$ cat config.mk
export PLATFORM = sky130hd
export DESIGN_NAME = tx_early_release
export DESIGN_NICKNAME = d
export VERILOG_FILES = /design/src/rtl/tx_er_pkg.sv /design/src/rtl/tx_er_slot_table.sv /design/src/rtl/tx_er_qualify.sv /design/src/rtl/tx_er_space_ctr.sv /design/src/rtl/tx_early_release.sv
export SDC_FILE = /design/constraint.sdc
export NUM_CORES = 1
export LEC_CHECK = 0
export ABC_AREA = 1
export BUFFER_PORTS_ARGS = -buffer_cell sky130_fd_sc_hd__buf_2
export CORE_MARGIN = 8
export CORE_UTILIZATION = 33
export DETAILED_ROUTE_END_ITERATION = 6
export SYNTH_ARGS = -nofsm -noshare
export SYNTH_HDL_FRONTEND = slang
export SYNTH_SLANG_ARGS = --single-unit
$ cat constraint.sdc
create_clock -name clk -period 5.6 [get_ports clk]
set_input_delay 0.56 -clock clk [delete_from_list [all_inputs] [get_ports clk]]
set_output_delay 0.56 -clock clk [all_outputs]
set_load 0.05 [all_outputs]
$ cat src/rtl/tx_er_pkg.sv
package tx_er_pkg;

  // Bytes a frame occupies in the buffer: its length, capped at capacity.
  function automatic logic [15:0] charge_of(input logic [15:0] len,
                                            input logic [15:0] cap);
    return (len > cap) ? cap : len;
  endfunction

  // True once strictly more than the threshold has left for the sync FIFO.
  function automatic logic past_window(input logic [15:0] sent,
                                       input logic [15:0] thresh);
    return sent > thresh;
  endfunction

  // A frame larger than the buffer never qualifies for early release.
  function automatic logic oversized(input logic [15:0] len,
                                     input logic [15:0] cap);
    return len > cap;
  endfunction

endpackage

$ cat src/rtl/tx_er_slot_table.sv
module tx_er_slot_table #(
  parameter int SLOTS = 4,
  parameter int LEN_W = 13,
  localparam int SLOT_W = $clog2(SLOTS)
) (
  input  logic                          clk,
  input  logic                          rst_n,
  input  logic                          alloc_vld,
  input  logic [SLOT_W-1:0]             alloc_slot,
  input  logic [LEN_W-1:0]              alloc_len,
  input  logic                          wr_done_vld,
  input  logic [SLOT_W-1:0]             wr_done_slot,
  input  logic                          proc_done_vld,
  input  logic [SLOT_W-1:0]             proc_done_slot,
  input  logic                          mark_vld,
  input  logic [SLOT_W-1:0]             mark_slot,
  input  logic                          retire_vld,
  input  logic [SLOT_W-1:0]             retire_slot,
  output logic [SLOTS-1:0]              valid_o,
  output logic [SLOTS-1:0]              written_o,
  output logic [SLOTS-1:0]              processed_o,
  output logic [SLOTS-1:0]              released_o,
  output logic [SLOTS-1:0][LEN_W-1:0]   len_o
);

  for (genvar g = 0; g < SLOTS; g++) begin : g_slot
    localparam logic [SLOT_W-1:0] ID = SLOT_W'(g);
    always_ff @(posedge clk) begin
      if (!rst_n) begin
        valid_o[g]     <= 1'b0;
        written_o[g]   <= 1'b0;
        processed_o[g] <= 1'b0;
        released_o[g]  <= 1'b0;
        len_o[g]       <= '0;
      end else if (alloc_vld && alloc_slot == ID) begin
        valid_o[g]     <= 1'b1;
        written_o[g]   <= 1'b0;
        processed_o[g] <= 1'b0;
        released_o[g]  <= 1'b0;
        len_o[g]       <= alloc_len;
      end else if (retire_vld && retire_slot == ID) begin
        valid_o[g]     <= 1'b0;
        written_o[g]   <= 1'b0;
        processed_o[g] <= 1'b0;
        released_o[g]  <= 1'b0;
      end else begin
        if (wr_done_vld && wr_done_slot == ID)     written_o[g]   <= 1'b1;
        if (proc_done_vld && proc_done_slot == ID) processed_o[g] <= 1'b1;
        if (mark_vld && mark_slot == ID)           released_o[g]  <= 1'b1;
      end
    end
  end


  mark_once_chk: assert property (@(posedge clk) disable iff (!rst_n)
    mark_vld |-> (valid_o[mark_slot] && !released_o[mark_slot]));


  mark_sticks_chk: assert property (@(posedge clk) disable iff (!rst_n)
    (mark_vld && !alloc_vld && !retire_vld) |=> released_o[$past(mark_slot)]);

endmodule

$ cat src/rtl/tx_er_qualify.sv
module tx_er_qualify #(
  parameter int SLOTS     = 4,
  parameter int LEN_W     = 13,
  parameter int SYNC_W    = 13,
  parameter int BUF_BYTES = 3072,
  parameter int THRESH    = 128,
  localparam int SLOT_W   = $clog2(SLOTS)
) (
  input  logic              en,
  input  logic              tx_active,
  input  logic [SLOT_W-1:0] tx_slot,
  input  logic [SLOT_W-1:0] head_slot,
  input  logic              sel_valid,
  input  logic              sel_written,
  input  logic              sel_processed,
  input  logic              sel_released,
  input  logic [LEN_W-1:0]  sel_len,
  input  logic [SYNC_W-1:0] sync_bytes,
  input  logic              collision,
  input  logic              done_vld,
  output logic              early_ok
);
  import tx_er_pkg::*;

  logic c_head, c_ready, c_fits, c_window, c_clean;

  always_comb begin
    c_head   = tx_active && (tx_slot == head_slot);
    c_ready  = sel_valid && sel_written && sel_processed && !sel_released;
    c_fits   = !oversized(16'(sel_len), 16'(BUF_BYTES));
    c_window = past_window(16'(sync_bytes), 16'(THRESH));
    c_clean  = !collision && !done_vld;
    early_ok = en && c_head && c_ready && c_fits && c_window && c_clean;
  end

endmodule

$ cat src/rtl/tx_er_space_ctr.sv
module tx_er_space_ctr #(
  parameter int BUF_BYTES = 3072,
  parameter int LEN_W     = 13,
  localparam int CNT_W    = $clog2(BUF_BYTES + 1)
) (
  input  logic             clk,
  input  logic             rst_n,
  input  logic             alloc_vld,
  input  logic [LEN_W-1:0] alloc_len,
  input  logic             rel_vld,
  input  logic [CNT_W-1:0] rel_bytes,
  output logic [CNT_W-1:0] free_bytes
);
  import tx_er_pkg::*;

  logic [CNT_W-1:0] take;
  logic [CNT_W-1:0] give;
  logic [CNT_W:0]   nxt;

  always_comb begin
    take = alloc_vld ? CNT_W'(charge_of(16'(alloc_len), 16'(BUF_BYTES))) : '0;
    give = rel_vld ? rel_bytes : '0;
    nxt  = {1'b0, free_bytes} + {1'b0, give} - {1'b0, take};
  end

  always_ff @(posedge clk) begin
    if (!rst_n) free_bytes <= CNT_W'(BUF_BYTES);
    else        free_bytes <= nxt[CNT_W-1:0];
  end


  free_le_cap_chk: assert property (@(posedge clk) disable iff (!rst_n)
    free_bytes <= CNT_W'(BUF_BYTES));


  idle_hold_chk: assert property (@(posedge clk) disable iff (!rst_n)
    (!alloc_vld && !rel_vld) |=> $stable(free_bytes));

endmodule

$ cat src/rtl/tx_early_release.sv
module tx_early_release #(
  parameter int SLOTS     = 4,
  parameter int LEN_W     = 13,
  parameter int SYNC_W    = 13,
  parameter int BUF_BYTES = 3072,
  parameter int THRESH    = 128,
  localparam int SLOT_W   = $clog2(SLOTS),
  localparam int CNT_W    = $clog2(BUF_BYTES + 1)
) (
  input  logic              clk,
  input  logic              rst_n,
  input  logic              cfg_early_en,
  input  logic              alloc_vld,
  input  logic [SLOT_W-1:0] alloc_slot,
  input  logic [LEN_W-1:0]  alloc_len,
  input  logic              wr_done_vld,
  input  logic [SLOT_W-1:0] wr_done_slot,
  input  logic              proc_done_vld,
  input  logic [SLOT_W-1:0] proc_done_slot,
  input  logic [SLOT_W-1:0] head_slot,
  input  logic              tx_active,
  input  logic [SLOT_W-1:0] tx_slot,
  input  logic [SYNC_W-1:0] sync_bytes,
  input  logic              tx_collision,
  input  logic              tx_done_vld,
  input  logic [SLOT_W-1:0] tx_done_slot,
  output logic              rel_vld,
  output logic              rel_early,
  output logic [SLOT_W-1:0] rel_slot,
  output logic [CNT_W-1:0]  rel_bytes,
  output logic [CNT_W-1:0]  free_bytes
);
  import tx_er_pkg::*;

  logic [SLOTS-1:0]            valid, written, processed, released;
  logic [SLOTS-1:0][LEN_W-1:0] len;
  logic                        early_ok;
  logic                        done_hit;
  logic [LEN_W-1:0]            rel_len;

  assign done_hit  = tx_done_vld && valid[tx_done_slot] && !released[tx_done_slot];
  assign rel_vld   = done_hit || early_ok;
  assign rel_early = early_ok;
  assign rel_slot  = done_hit ? tx_done_slot : tx_slot;
  assign rel_len   = len[rel_slot];
  assign rel_bytes = CNT_W'(charge_of(16'(rel_len), 16'(BUF_BYTES)));

  tx_er_slot_table #(.SLOTS(SLOTS), .LEN_W(LEN_W)) u_table (
    .clk            (clk),
    .rst_n          (rst_n),
    .alloc_vld      (alloc_vld),
    .alloc_slot     (alloc_slot),
    .alloc_len      (alloc_len),
    .wr_done_vld    (wr_done_vld),
    .wr_done_slot   (wr_done_slot),
    .proc_done_vld  (proc_done_vld),
    .proc_done_slot (proc_done_slot),
    .mark_vld       (early_ok),
    .mark_slot      (tx_slot),
    .retire_vld     (tx_done_vld),
    .retire_slot    (tx_done_slot),
    .valid_o        (valid),
    .written_o      (written),
    .processed_o    (processed),
    .released_o     (released),
    .len_o          (len)
  );

  tx_er_qualify #(
    .SLOTS(SLOTS), .LEN_W(LEN_W), .SYNC_W(SYNC_W),
    .BUF_BYTES(BUF_BYTES), .THRESH(THRESH)
  ) u_qual (
    .en            (cfg_early_en),
    .tx_active     (tx_active),
    .tx_slot       (tx_slot),
    .head_slot     (head_slot),
    .sel_valid     (valid[tx_slot]),
    .sel_written   (written[tx_slot]),
    .sel_processed (processed[tx_slot]),
    .sel_released  (released[tx_slot]),
    .sel_len       (len[tx_slot]),
    .sync_bytes    (sync_bytes),
    .collision     (tx_collision),
    .done_vld      (tx_done_vld),
    .early_ok      (early_ok)
  );

  tx_er_space_ctr #(.BUF_BYTES(BUF_BYTES), .LEN_W(LEN_W)) u_space (
    .clk        (clk),
    .rst_n      (rst_n),
    .alloc_vld  (alloc_vld),
    .alloc_len  (alloc_len),
    .rel_vld    (rel_vld),
    .rel_bytes  (rel_bytes),
    .free_bytes (free_bytes)
  );


  early_needs_en_chk: assert property (@(posedge clk) disable iff (!rst_n)
    rel_early |-> cfg_early_en);


  early_window_chk: assert property (@(posedge clk) disable iff (!rst_n)
    rel_early |-> (sync_bytes > SYNC_W'(THRESH)));


  early_head_chk: assert property (@(posedge clk) disable iff (!rst_n)
    rel_early |-> (tx_slot == head_slot && rel_slot == tx_slot));


  early_ready_chk: assert property (@(posedge clk) disable iff (!rst_n)
    rel_early |-> (written[rel_slot] && processed[rel_slot]));


  early_fits_chk: assert property (@(posedge clk) disable iff (!rst_n)
    rel_early |-> (rel_len <= LEN_W'(BUF_BYTES)));


  early_no_col_chk: assert property (@(posedge clk) disable iff (!rst_n)
    rel_early |-> !tx_collision);

endmodule

---- Word-level counts from Yosys, hierarchy flattened ----
Cells that the tools add are included.
storage, ports and cells
  output and inout port bits .............. 28
  word-level logic and storage cells ...... 127
  flip-flop bits (word level) ............. 80
  input bits .............................. 47
cells by class
  eq/ne operators ......................... 16
  reduce and logical (&&, ||, !) cells .... 51
  mux-type cells .......................... 29
  order comparisons ....................... 7
  add/subtract/negate cells ............... 2
  bitwise logic cells ..................... 1
operator list
  kind                                                                    count
  13-bit binary-select mux with 2-bit select                              2
  12-bit 2-to-1 mux                                                       4
  13-bit by 12-bit > comparator with 1-bit output, second input constant  3
  1-bit logical AND                                                       32
  13-bit 2-to-1 mux                                                       2
  2-bit equality test, second input constant                              10
  1-bit 2-to-1 mux                                                        14
  13-bit by 8-bit > comparator with 1-bit output, second input constant   1
  12-bit adder                                                            1
  1-bit binary-select mux with 2-bit select                               6
  3-bit OR reduction                                                      4
  12-bit subtractor                                                       1
  2-bit by 1-bit equality test with 1-bit output, second input constant   5
  2-bit zero test                                                         5
  2-bit by 3-bit < comparator with 1-bit output, second input constant    3
  2-bit nonzero test                                                      4
  1-bit zero test                                                         5
  2-bit equality test                                                     1
  2-bit 2-to-1 mux                                                        1
  1-bit logical OR                                                        1
  1-bit inverter                                                          1

---- Depth between registers and ports, before layout ----
Gate-level depths: netlist of run 1.
  depth in word-level cells ............... 13
  mapped depth ............................ 34
  depth with buffers taken out ............ 31

---- By module ----
From an unflattened synthesis of run 1, not the netlist that was laid out.
unflattened totals
  cell total of the unflattened synthesis .. 951
  area total of the unflattened synthesis .. 5,669.2 µm²
modules (own cells, without submodules)
  module            area each (µm²)  cells an instance  times used  seq. area each (µm²)
  tx_er_slot_table  2,845.2          425                1           1,361.3
  tx_er_space_ctr   1,340.0          203                1           240.2
  tx_early_release  1,307.5          281                1           0.0
  tx_er_qualify     176.4            42                 1           0.0

---- Worst setup path after synthesis of run 1 ----
Ideal clock, no wire load.
  path kind ............................... input to register
  from .................................... input tx_done_slot[1]
  to ...................................... register u_space.free_bytes[10]
  setup time .............................. 0.130 ns
  arrival time ............................ 4.192 ns
  stages .................................. 31
  required time ........................... 5.470 ns
  buffers on the path ..................... 3
  slack ................................... 1.278 ns
  cells stage by stage .................... buf_4 nand3_1 nand3_4 nor2_8 nand3_4 nand2_4 buf_6 nand2_1 nand3_1 nand2_1 nor2_1 nand2_1 nor2_1 nand2_1 nand2_2 buf_6 nand3_1 fa_1 inv_1 fa_1 nand3_1 nand2_1 nand2_1 nand2_1 a21oi_1 o21ai_0 nand2_1 nand2_1 a21oi_1 or2_2 nand3_1
on the way
  word-level cells in the longest chain between the ends .. 12
  elaborated cells between the ends (all ways) .. 16
  classes of those cells .................. 2 x add/sub; 1 x order compare; 9 x mux; 4 x reduce/logical
RTL lines
  element                                                      line                    RTL
  from (decl)                                                  tx_early_release.sv:26  input logic [SLOT_W-1:0] tx_done_slot,
  1-bit binary-select mux with 2-bit select                    tx_early_release.sv:41  assign done_hit = tx_done_vld && valid[tx_done_slot] && !released[tx_done_slot];
  1-bit 2-to-1 mux (implied by the code)                       tx_early_release.sv:41
  1-bit logical AND / 1-bit zero test (equally long branches)  tx_early_release.sv:41
  1-bit logical AND *                                          tx_early_release.sv:41
  2-bit 2-to-1 mux *                                           tx_early_release.sv:44  assign rel_slot = done_hit ? tx_done_slot : tx_slot;
  net rel_slot[0]                                              tx_early_release.sv:29  output logic [SLOT_W-1:0] rel_slot,
  13-bit binary-select mux with 2-bit select *                 tx_early_release.sv:45  assign rel_len = len[rel_slot];
  13-bit 2-to-1 mux (implied by the code) *                    tx_early_release.sv:45
  13-bit by 12-bit > comparator with 1-bit output              tx_er_pkg.sv:6          return (len > cap) ? cap : len;
  12-bit 2-to-1 mux *                                          tx_er_pkg.sv:6
  12-bit 2-to-1 mux *                                          tx_er_space_ctr.sv:22   give = rel_vld ? rel_bytes : '0;
  12-bit adder *                                               tx_er_space_ctr.sv:23   nxt = {1'b0, free_bytes} + {1'b0, give} - {1'b0, take};
  12-bit subtractor *                                          tx_er_space_ctr.sv:23
  to (signal assigned)                                         tx_er_space_ctr.sv:27   if (!rst_n) free_bytes <= CNT_W'(BUF_BYTES);
  to (signal assigned)                                         tx_er_space_ctr.sv:28   else free_bytes <= nxt[CNT_W-1:0];
  to (decl)                                                    tx_er_space_ctr.sv:12   output logic [CNT_W-1:0] free_bytes
The timed path passes the listed nets; every way through them passes the cells marked *. The select of a mux whose other input is x is not followed.
A chain may end at the register's enable or synchronous reset.

---- Worst setup path after layout of run 1 ----
  from .................................... input tx_done_slot[0]
  to ...................................... register u_space.free_bytes[10]
on the way
  word-level cells in the longest chain between the ends .. 12
  elaborated cells between the ends (all ways) .. 16
  classes of those cells .................. 2 x add/sub; 1 x order compare; 9 x mux; 4 x reduce/logical
RTL lines
  element                                                      line
  1-bit binary-select mux with 2-bit select                    tx_early_release.sv:41
  1-bit 2-to-1 mux (implied by the code)                       tx_early_release.sv:41
  1-bit logical AND / 1-bit zero test (equally long branches)  tx_early_release.sv:41
  1-bit logical AND                                            tx_early_release.sv:41
  2-bit 2-to-1 mux                                             tx_early_release.sv:44
  13-bit binary-select mux with 2-bit select                   tx_early_release.sv:45
  13-bit 2-to-1 mux (implied by the code)                      tx_early_release.sv:45
  13-bit by 12-bit > comparator with 1-bit output              tx_er_pkg.sv:6
  12-bit 2-to-1 mux                                            tx_er_pkg.sv:6
  12-bit 2-to-1 mux *                                          tx_er_space_ctr.sv:22
  12-bit adder *                                               tx_er_space_ctr.sv:23
  12-bit subtractor *                                          tx_er_space_ctr.sv:23
Mark *: on every way between the ends. The rest lies on a longest branch, timed or not. The select of a mux whose other input is x is not followed.

==> results_dict.tcl, run 1 <==
set metrics [dict create \
    post_drt_via_cell_ratio 4.98 \
    routed-via-count 4857 \
    final_cell_mix "inv_1 (133), nand2_1 (118), dfxtp_1 (80)" \
    report.final.slew_viol_count 0 \
    crit_end "u_space.free_bytes[10]" \
    regToRegSetupSlack_ps 1050 \
    first_global_vias 4887 \
    mostFrequentLayoutCell "inv_1" \
    hp-start "u_table.processed_o[1]" \
    clk_pin_slew_ps 60 \
    io_pins 75 \
    die_w_um 138 \
    p_leak_nw 2.69 \
    rows 44 \
    placed_area_um2 5410 \
    htreeDepth 3 \
    synth_area_leaders "dfxtp_1 (32%), inv_1 (10%), nand2_1 (9.0%)" \
    grt-ovfl-total 0 \
    setup_tns_ps 0 \
    place.gp.congestion 0.888 \
    skew_ps 5.44 \
    synth_cell_type_count 43 \
    area_growth_syn_to_layout_pct 16.5 \
    netlist.area_leader.share_pct 32.4 \
    syn_area_per_cell_um2 6.82 \
    dr.pass1.iters 5 \
    ctsHoldBuffers 0 \
    p_per_area_nw_per_um2 376 \
    nNetsFinal 857 \
    grt_pass1_wl_um 24800 \
    die_h_um 138 \
    clkSinkCount 80 \
    crit_path_start_kind "input port" \
    period_minus_slack_ps 4710 \
    ff2ff_path_depth 26 \
    synth_area_leader_cell "dfxtp_1" \
    clockBufferDepth 2 \
    cp.arrival_ps 4910 \
    synthesis.area_um2 4940 \
    fillCellCount 1548 \
    post_cts_buffers 0 \
    rsz0062_at_grt "false" \
    peakVddDrop_mv 0.330 \
    cts_root_buf "clkbuf_16" \
    final_hold_viol_count 0 \
    drtAntennaViolNets 0 \
    cts_resized 0 \
    r2r-start "u_table.released_o[0]" \
    layout-drive-gt1-share_pct 14.8 \
    cp.required_ps 5800 \
    die-area_um2 19100 \
    ys_ff_latch 80 \
    startpoint "tx_done_slot[0]" \
    yosysSeqAreaShare_pct 32.4 \
    critical_path_class "input port to flop" \
    fin_area_um2 5750 \
    drt-initial-drc-count 375 \
    wirelength_um 15100 \
    finalSetupViolations 0 \
    fmax_mhz 212 \
    cts_buffers 9 \
    status "completed" \
    slew_headroom_pct 35.8 \
    start_util_pct 33.8 \
    wire_per_inst_um 15.5 \
    end_kind "flop" \
    grt_max_degree 67 \
    yosys_warnings 0 \
    cp_max_fo 13 \
    hold_path.class "flop to flop" \
    cts_tree "done" \
    num_antenna_cells 0 \
    grt_use_total_pct 15.9 \
    reg2reg_to "u_space.free_bytes[10]" \
    syn_inst 724 \
    drc 0 \
    finalCritPeriodShare_pct 84.1 \
    drv_cap 0 \
    clk_latency_ps 340 \
    portBuffers 74 \
    core-area_um2 14600 \
    synth_nets 794 \
    antenna_found_initial 0 \
    worst_slew_pin_slew_ps 960 \
    hpwl_um 11500 \
]
[per-layer routing]
layer / GRT usage, % / wire (um)
met3: 4.08 / 1110
met4: 6.46 / 275
met1: 19.4 / 6770
met2: 26.0 / 6970
met5: 0 / 0
[cell usage after synthesis (all sizes together)]
cell and instances:
nand4 13, nor2 46, buf 9, o21a 2
clkbuf 16, xor2 2, o21ai 79, or2 1
o2111ai 2, inv 138, nor4 2, o31ai 1
nor3 10, o221ai 1, nand2 128, nand3 76
a21oi 79, a31oi 3, o22ai 2, clkinv 1
and2 1, ha 12, dfxtp 80, a221oi 2
fa 11, o211ai 2, nor3b 1, a22oi 3
a21boi 1
[through the flow]
| step | hold WS (ps) | setup WS [ps] | std cells | utilization (%) | power (mW) |
|---|---|---|---|---|---|
| floorplan | 425 | 1280 | 724 | - | 1.31 |
| global placement | 435 | 686 | 960 | 37.1 | 1.50 |
| detailed placement | 444 | 594 | 960 | 37.1 | 1.50 |
| CTS | 453 | 948 | 975 | 39.4 | 2.18 |
| global route | 477 | 449 | 975 | 39.4 | 2.32 |
| finish | 445 | 889 | 975 | 39.4 | 2.16 |
[cell type report]
class	instances	area [um^2]	share of cell area (%)
clock buffer	13	280	4.87
multi-input combinational	480	2660	46.3
timing repair buffer	77	393	6.83
sequential	80	1600	27.8
tap	184	230	4.00
inverter	139	524	9.11
clock inverter	2	60.1	1.04
[critical path: stages]
cell	delay, ps
buf_2	230
nor2_2	80
nand2_1	100
nand3_4	90
nor2_8	160
nand2_8	100
o21ai_2	540
o211ai_1	180
nand2_1	160
inv_2	40
nor2_1	90
nand2_1	70
nand2_2	200
nand3_1	140
fa_1	500
inv_1	70
fa_1	460
nand3_1	90
nand2_1	80
nand2_1	60
nand2_1	60
a21oi_1	200
o21ai_0	170
nand2_1	90
nand2_1	50
a21oi_1	140
or2_2	130
nand3_1	70
[cell families after synthesis]
kind of cell | Yosys count | share of synthesized area [%]
and+or+nand+nor | 278 | 26.9
DFF | 80 | 32.4
buffers and inverters | 164 | 13.6
xor gates and xnor gates | 2 | 0.355
adders and majority gates | 23 | 7.50
AOI/OAI and AO/OA | 177 | 19.2
[power breakdown]
group	total, mW	internal [mW]	switching [mW]	leakage, nW
Combinational	0.836	0.257	0.579	1.87
Clock	0.671	0.437	0.235	0.168
Sequential	0.655	0.628	0.0272	0.656
[worst min-delay path by stage]
stage                                   endpoint  slack [ps]  cells after the start
final                     u_table.processed_o[1]         440                      2
after global routing        u_table.written_o[1]         480                      2
after CTS                 u_table.processed_o[1]         450                      2
after detailed placement  u_table.processed_o[1]         440                      2
after global placement    u_table.processed_o[1]         440                      2
after floorplan           u_table.processed_o[1]         430                      2
[registers in the layout, indices dropped and copies added (netlist names)]
signal	flops
u_table.written_o	4
u_table.released_o	4
u_table.valid_o	4
u_table.len_o	52
u_space.free_bytes	12
u_table.processed_o	4
(Power assumes the default switching activity.)
==> inputs of run 2 (changes only) <==
- clock period: 5.6 -> 4.2 ns (I/O delays scaled with it)
==> run 2 against run 1 <==
Compared with the run above: non-clock buffer count rose by 64; register-to-register slack got worse by 830 ps; design area rose by 12%; wire length grew 6.7%; largest power group unchanged; largest cell class unchanged; die area unchanged; power increased by 48%; worst setup slack got worse by 670 ps; highest routed layer unchanged; final cell count is 7.0% higher.
==> results_dict.tcl, run 2 (synthesized netlist as in run 1, its figures left out) <==
set metrics [dict create \
    pre_cts_ws_ps -379 \
    cp_common_cell "nand2_1" \
    clkSinkCount 80 \
    core-area_um2 14600 \
    skew_ps 9.03 \
    startpoint "u_table.released_o[0]" \
    cts_root_buf "clkbuf_16" \
    drc 0 \
    grt_pass1_wl_um 25200 \
    status "completed" \
    peakVddDrop_mv 0.395 \
    clockBufferDepth 2 \
    ctsHoldBuffers 0 \
    placed_area_um2 5880 \
    grt_max_degree 36 \
    period_minus_slack_ps 3980 \
    p_total_mw 3.20 \
    p_comb_share_pct 45.6 \
    hpwl_um 12100 \
    drv_cap 0 \
    slew_headroom_pct 39.1 \
    cp.arrival_ps 4190 \
    place.gp.congestion 0.902 \
    portBuffers 74 \
    rsz0062_at_grt "true" \
    clk_pin_slew_ps 60 \
    fin_area_um2 6460 \
    post_drt_via_cell_ratio 4.91 \
    regToRegSetupSlack_ps 220 \
    wirelength_um 16100 \
    cp_slowest_cell "fa_1" \
    cts_buffers 9 \
    internal_power_mw 1.95 \
    report.final.slew_viol_count 0 \
    p_seq_share_pct 27.3 \
    end_kind "flop" \
    die_h_um 138 \
    p_per_area_nw_per_um2 495 \
    path_delay_family "simple AND/OR/NAND/NOR gates" \
    start_util_pct 33.8 \
    hp-start "proc_done_slot[1]" \
    mostFrequentLayoutCell "inv_1" \
    switching_share_pct 39.1 \
    rows 44 \
    drtAntennaViolNets 0 \
    routed-via-count 5119 \
    regMostFlops "u_table.len_o" \
    num_antenna_cells 0 \
    final_hold_viol_count 0 \
    io_pins 75 \
    htreeDepth 3 \
    power.switching_mw 1.25 \
    nNetsFinal 924 \
    cts_tree "done" \
    fmax_mhz 251 \
    first_global_vias 4836 \
    power_frac_clock_pct 27.1 \
    die_w_um 138 \
    grt_use_total_pct 16.0 \
    grt-ovfl-total 0 \
    area_growth_syn_to_layout_pct 30.8 \
    final_cells 1043 \
    worst_slew_pin_slew_ps 912 \
    fin_ws_ps 216 \
    crit_path_start_kind "flop" \
    die-area_um2 19100 \
    clk_latency_ps 350 \
    dp_cells 1020 \
    cp_max_fo 8 \
    cp.required_ps 4400 \
    antenna_found_initial 0 \
    final_cell_mix "inv_1 (133), nand2_1 (107), dfxtp_1 (76)" \
    largest_reg_flops 52 \
    cpPeakStageDelay_ps 500 \
    p_leak_nw 3.04 \
    hold_path.class "input port to flop" \
    cp_num_buf_inv 2 \
    wire_per_inst_um 15.5 \
    critical_path_class "flop to flop" \
    fillCellCount 1485 \
    r2r-start "u_table.released_o[0]" \
    drt-initial-drc-count 563 \
    reg_top3 "u_table.len_o (52), u_space.free_bytes (12)" \
    finalSetupViolations 0 \
    dr.pass1.iters 5 \
    finalCritPeriodShare_pct 94.9 \
    layout-drive-gt1-share_pct 25.6 \
]
## run 2: changes by cell type in the layout (fill, tap and decap cells not counted), sizes merged
| cell | delta |
|---|---|
| o21ai | +1 |
| clkinv | +3 |
| clkbuf | -2 |
| buf | +63 |
| nand2 | +2 |
| clkinvlp | +1 |
## run 2: layer usage
| metal | up-vias | part of all wire (%) | global-route usage, % |
|---|---|---|---|
| met2 | 166 | 47 | 26.4 |
| met5 | - | 0 | 0 |
| met4 | 0 | 1.2 | 4.23 |
| met1 | 2313 | 46 | 20.5 |
| met3 | 22 | 5.6 | 3.39 |
| li1 | 2618 | - | - |
## run 2: path summary, 6_finish.rpt
path | cells past startpoint | to
hold / removal | 3 | u_table.processed_o[3]
setup reg to reg | 29 | u_space.free_bytes[10]
setup / recovery | 29 | u_space.free_bytes[10]
hold reg to reg | 2 | u_table.processed_o[1]
## run 2: timing repair
item | 4_1_cts | 5_1_grt
cloned | 0 | 3
endpoints found under the setup margin | 1 | 5
gates resized for setup | 3 | 46
buffers inserted | 0 | 4
pin swaps | 0 | 19
## run 2: cell type report
cell class / instances / area [um^2] / share of cell area, %
sequential: 80 / 1610 / 24.9
clock buffer: 10 / 239 / 3.70
clock inverter: 6 / 82.6 / 1.28
tap: 184 / 230 / 3.56
multi-input combinational: 483 / 2870 / 44.5
inverter: 139 / 524 / 8.12
timing repair buffer: 141 / 903 / 14.0
## run 2: power by group through the flow
stage	Sequential (mW)	Combinational, mW	Clock, mW
finish	0.874	1.46	0.866
detailed placement	0.889	1.31	0
global placement	0.890	1.30	0
CTS	0.873	1.33	0.881
global route	0.881	1.62	0.913
floorplan	1.03	0.714	0
## run 2: worst min-delay path, cell delays in order
cell     delay, ps
buf_2          110
nand3_1         70
a21oi_1         60
## run 2: per-stage QoR
step                setup TNS, ps  util (%)  hold WS [ps]
floorplan                       0         -           425
detailed placement          -1050      40.3           442
global route                 -156      44.3           373
CTS                             0      42.6           357
global placement             -698      40.3           437
finish                          0      44.3           364
